## config.mk

```make
export PLATFORM = sky130hd
export DESIGN_NAME = trip_guard
export DESIGN_NICKNAME = d
export VERILOG_FILES = /design/src/rtl/trip_guard_pkg.sv /design/src/rtl/tg_sync.sv /design/src/rtl/tg_latch_fsm.sv /design/src/rtl/tg_out_stage.sv /design/src/rtl/trip_guard.sv
export SDC_FILE = /design/constraint.sdc
export NUM_CORES = 1
export LEC_CHECK = 0
export BUFFER_PORTS_ARGS = -buffer_cell sky130_fd_sc_hd__buf_4
export CORE_AREA = 5 5 42 44
export CTS_BUF_LIST = sky130_fd_sc_hd__clkbuf_8
export CTS_CLUSTER_DIAMETER = 30
export CTS_CLUSTER_SIZE = 10
export DETAILED_ROUTE_END_ITERATION = 8
export DIE_AREA = 0 0 47 49
export GPL_TIMING_DRIVEN = 0
export HOLD_SLACK_MARGIN = 0.12
export SLEW_MARGIN = 25
export SYNTH_ARGS = -nofsm -noshare
export SYNTH_HDL_FRONTEND = slang
export SYNTH_SLANG_ARGS = --single-unit
```

## constraint.sdc

```tcl
create_clock -name clk -period 0.8 [get_ports clk]
set_input_delay 0.04 -clock clk [delete_from_list [all_inputs] [get_ports clk]]
set_output_delay 0.04 -clock clk [all_outputs]
set_load 0.02 [all_outputs]
```

## src/rtl/trip_guard_pkg.sv

```systemverilog
package trip_guard_pkg;
    localparam int NUM_CH = 2;
    localparam int ACT_W  = 2;

    typedef enum logic [1:0] {
        ACT_HIZ  = 2'b00,
        ACT_HIGH = 2'b01,
        ACT_LOW  = 2'b10,
        ACT_KEEP = 2'b11
    } trip_act_e;

    typedef enum logic {
        ST_ARMED   = 1'b0,
        ST_TRIPPED = 1'b1
    } trip_state_e;
endpackage

```

## src/rtl/tg_sync.sv

```systemverilog
module tg_sync #(
    parameter int   STAGES  = 2,
    parameter logic RST_VAL = 1'b1
) (
    input  logic clk,
    input  logic rst_n,
    input  logic d,
    output logic q
);
    logic [STAGES-1:0] chain;

    always_ff @(posedge clk or negedge rst_n) begin
        if (!rst_n) chain <= {STAGES{RST_VAL}};
        else        chain <= {chain[STAGES-2:0], d};
    end

    assign q = chain[STAGES-1];
endmodule

```

## src/rtl/tg_latch_fsm.sv

```systemverilog
module tg_latch_fsm
    import trip_guard_pkg::*;
(
    input  logic clk,
    input  logic rst_n,
    input  logic set_evt,
    input  logic clr_req,
    output logic tripped
);
    trip_state_e state_q, state_d;

    // state register
    always_ff @(posedge clk or negedge rst_n) begin
        if (!rst_n) state_q <= ST_ARMED;
        else        state_q <= state_d;
    end

    // transitions: ARM_TO_TRIP, TRIP_TO_ARM (event outranks clear)
    always_comb begin
        state_d = state_q;
        unique case (state_q)
            ST_ARMED:   if (set_evt) state_d = ST_TRIPPED;
            ST_TRIPPED: if (clr_req && !set_evt) state_d = ST_ARMED;
        endcase
    end

    // outputs
    always_comb begin
        tripped = (state_q == ST_TRIPPED);
    end
endmodule

```

## src/rtl/tg_out_stage.sv

```systemverilog
module tg_out_stage
    import trip_guard_pkg::*;
#(
    parameter int NCH = NUM_CH
) (
    input  logic [NCH-1:0]       pwm_in,
    input  logic [NCH*ACT_W-1:0] act_vec,
    input  logic                 override,
    output logic [NCH-1:0]       pin_out,
    output logic [NCH-1:0]       pin_oe
);
    for (genvar ch = 0; ch < NCH; ch++) begin : g_ch
        trip_act_e act;
        assign act = trip_act_e'(act_vec[ch*ACT_W +: ACT_W]);

        always_comb begin
            pin_out[ch] = pwm_in[ch];
            pin_oe[ch]  = 1'b1;
            if (override) begin
                unique case (act)
                    ACT_HIZ:  begin pin_out[ch] = 1'b0; pin_oe[ch] = 1'b0; end
                    ACT_HIGH: pin_out[ch] = 1'b1;
                    ACT_LOW:  pin_out[ch] = 1'b0;
                    ACT_KEEP: pin_out[ch] = pwm_in[ch];
                endcase
            end
        end
    end
endmodule

```

## src/rtl/trip_guard.sv

```systemverilog
module trip_guard
    import trip_guard_pkg::*;
#(
    parameter int SYNC_STAGES = 2
) (
    input  logic       clk,
    input  logic       rst_n,
    input  logic       pwm_a_in,
    input  logic       pwm_b_in,
    input  logic       trip_n_pin,
    input  logic       hw_sel_en,
    input  logic       sw_sel_en,
    input  logic       sw_force,
    input  logic       sw_clear,
    input  logic [1:0] act_a,
    input  logic [1:0] act_b,
    output logic       pwm_a_out,
    output logic       pwm_b_out,
    output logic       pwm_a_oe,
    output logic       pwm_b_oe,
    output logic       trip_flag
);
    logic                    pin_sync_n;
    logic                    hw_evt;
    logic                    sw_evt;
    logic                    override;
    logic [NUM_CH-1:0]       pins_out;
    logic [NUM_CH-1:0]       pins_oe;

    tg_sync #(.STAGES(SYNC_STAGES), .RST_VAL(1'b1)) u_sync (
        .clk   (clk),
        .rst_n (rst_n),
        .d     (trip_n_pin),
        .q     (pin_sync_n)
    );

    assign hw_evt = hw_sel_en & ~pin_sync_n;
    assign sw_evt = sw_sel_en & sw_force;

    tg_latch_fsm u_fsm (
        .clk     (clk),
        .rst_n   (rst_n),
        .set_evt (hw_evt | sw_evt),
        .clr_req (sw_clear),
        .tripped (trip_flag)
    );

    // raw pin bypasses the synchronizer for an immediate block
    assign override = trip_flag | (hw_sel_en & ~trip_n_pin);

    tg_out_stage #(.NCH(NUM_CH)) u_out (
        .pwm_in   ({pwm_b_in, pwm_a_in}),
        .act_vec  ({act_b, act_a}),
        .override (override),
        .pin_out  (pins_out),
        .pin_oe   (pins_oe)
    );

    assign pwm_a_out = pins_out[0];
    assign pwm_b_out = pins_out[1];
    assign pwm_a_oe  = pins_oe[0];
    assign pwm_b_oe  = pins_oe[1];
endmodule

```

==> out/results.tsv <==
stage	metric	value	unit
sta	Worst Skew	2.70	ps
synth	post-synthesis cell count	15	
sta	relative slew slack	91.2	%
pwr	Net Sw Power	0.000184	W
cells_and_area	Final nets	59	
synth	FFs w/ async S/R, synth	100	%
synth	Avg Cell Area, Syn	10.8	µm²
route	Initial DRC Count	5	
synth	leading area contributor after synthesis	dfstp_2	
cells_and_area	final core occ	33.7	%
clock_network	CTS clk-pin slew, worst paths	30	ps
clock_network	CTS HTree Levels	1	
place	IO buf count	17	
cells_and_area	Non-Filler Instances	61	
clock_network	cts bufs inserted	3	
pwr	Comb pwr share	28.6	%
sta	max frequency	806	MHz
clock_network	CTS tree	done	
sta	post-layout min period	1240	ps
critical_path	Crit path required time	760	ps
pwr	sequential share of power	20.8	%
clock_network	clk buf depth	2	
worst_hold_path	hold path cells	3	
sta	Final Worst Setup Slack	-441	ps
place	HPWL after DPL	400	µm
synth	Seq/Total Area, Yosys	47.7	%
cells_and_area	P&R area growth vs syn	190	%
global_route	vias in the first global route	207	
die	Die Y	49	µm
route	Vias/cell	3.80	
die	Core Region	1400	µm²
worst_hold_path	min-delay worst type	in -> reg	
critical_path	cells on worst reg2reg path	4	
route	DR pass1 iterations	3	
pwr	cell-internal power	0.000646	W
global_route	number of antenna violations at the first check in global routing	0	
route	drt wl/cell	8.39	µm
synth	ys flop type	dfstp_2	
critical_path	WS Path Type	reg -> out	
global_route	grt total ovfl	0	
sta	Final setup violation count	6	
route	DRC errors left	0	
synth	FF+latch count, synth	3	
synth	Cell variety after synth	10	
synth	number of synthesized flops with an enable pin	0	
critical_path	kind of end point of the critical path	output pin	
critical_path	CP Max Fanout	4	
status	violated checks	negative setup slack	
route	Vias	232	
die	Die ar.	2300	µm²
sta	worst slew pin tran	133	ps
synth	ranking of synthesized cells by area	dfstp_2, dfrtp_1, o22a_2	
sta	Tcrit/Tclk final	155	%
global_route	largest net degree at the start of global routing	5	
clock_network	Root Driver	clkbuf_8	
synth	synthesized area	163	µm²
synth	syn nets	28	
global_route	global-route wire length before repair	841	µm
clock_network	clk sinks	3	
critical_path	CP Launch Type	register	
die	IO Count	18	
pwr	PwrDens	1760	nW/µm²
flow_run	max cap viols	0	
global_route	gr usage total	5.36	%
synth	Ys Warns	0	
sta	Slew Viols, Final	0	
die	Core Rows	14	
cells_and_area	Ant. Diodes	0	
place	Cells after DPL	48	
clock_network	Clock Latency Late Sink	210	ps
cells_and_area	fill count	149	
pwr	static leakage	0.228	nW
sta	RSZ-0062 raised after global routing	yes	
route	post-route ant nets	0	
pwr	clock network fraction of total power	50.6	%
die	Die Wd	47	µm
pwr	Sw Ratio	22.2	%
critical_path	CP arrival	1200	ps
critical_path	Reg2Reg Setup Slack	-60	ps
synth	post-synth top area share	32.3	%
route	Post-Route WL	512	µm
die	Initial Util	11.6	%
status	status	finished, violations left	
sta	Final Hold Fails	0	
synth	list of most frequent post-synthesis cells	a21oi_1, dfstp_2, inv_1, o22a_2, or3_1	
place	gpl congestion	0.551	
pwr	Max VDD drop	1030	µV
cells_and_area	layout cells sized above 1	77.8	%
final cells by class:
cell class,instances,area (µm²),area share (%)
Inverter,2,7.51,1.59
Sequential cell,3,78.8,16.7
Tap cell,16,20.0,4.24
Clock buffer,3,41.3,8.75
Multi-Input combinational cell,10,93.8,19.9
Clock inverter,1,3.75,0.796
Timing Repair Buffer,26,226,48.0
registers in the layout, indices dropped and copies added (netlist names):
register       flops
u_fsm.tripped      1
u_sync.chain       2
stage by stage:
stage	hold slack, ps	total power [W]	setup TNS (ps)	setup slack, ps	cell area, µm²
2_1_floorplan	-256	0.000254	-606	-202	174
3_3_place_gp	-169	0.000344	-746	-244	322
3_5_place_dp	-169	0.000345	-778	-251	322
4_1_cts	122	0.000847	-1820	-447	472
5_1_grt	125	0.000887	-2040	-488	472
6_report	121	0.000830	-1770	-441	472
cells by family after synthesis:
family,Yosys count,share of synthesized area (%)
AO/OA/AOI/OAI,5,23.8
AND/OR/NAND/NOR,5,23.8
buffers and inverters,2,4.62
flip-flops,3,47.7
timing repair:
action | CTS | global route
hold buffers | 5 | 0
gates resized for setup | 6 | 0
buffers inserted | 4 | 0
endpoints found under the setup margin | 5 | 6
hold endpoints to repair | 5 | 0
pin swaps | 3 | 1
final timing paths:
kind,startpoint,endpoint
min,hw_sel_en,u_fsm.tripped
min in group asynchronous,rst_n,u_fsm.tripped
max in group asynchronous,rst_n,u_sync.chain[0]
max,u_fsm.tripped,pwm_a_oe
min reg2reg,u_sync.chain[0],u_sync.chain[1]
max reg2reg,u_fsm.tripped,u_fsm.tripped
routing by layer:
metal  share of wire (%)  GRT usage (%)
met5                   0              0
met4                   0           2.76
met3                  14           5.90
met2                  50           6.56
met1                  35           5.53
worst max-delay path: stages, from the launching register on:
cell and delay [ps]:
dfrtp_2 350, inv_2 40, and2_4 140, or3_4 320
buf_6 140
power by group through the flow:
stage / registers [W] / logic, W / clock network (W)
2_1_floorplan: 0.000180 / 0.0000746 / 0
3_3_place_gp: 0.000173 / 0.000170 / 0
3_5_place_dp: 0.000174 / 0.000171 / 0
4_1_cts: 0.000172 / 0.000241 / 0.000433
5_1_grt: 0.000173 / 0.000255 / 0.000459
6_report: 0.000172 / 0.000238 / 0.000420
placed cells by master, fill, tap and decap left out, drive strengths merged:
| cell | synthesis | routed |
|---|---|---|
| dlygate4sd3 | 0 | 5 |
| inv | 2 | 3 |
| and2 | 1 | 1 |
| a21oi | 2 | 2 |
| buf | 0 | 21 |
| dfstp | 2 | 2 |
| nand2b | 1 | 1 |
| or3 | 2 | 2 |
| o22a | 2 | 2 |
| dfrtp | 1 | 1 |
| o221ai | 1 | 1 |
| clkbuf | 0 | 3 |
| nand2 | 1 | 1 |
No activity file was read; power rests on OpenSTA's default activity.
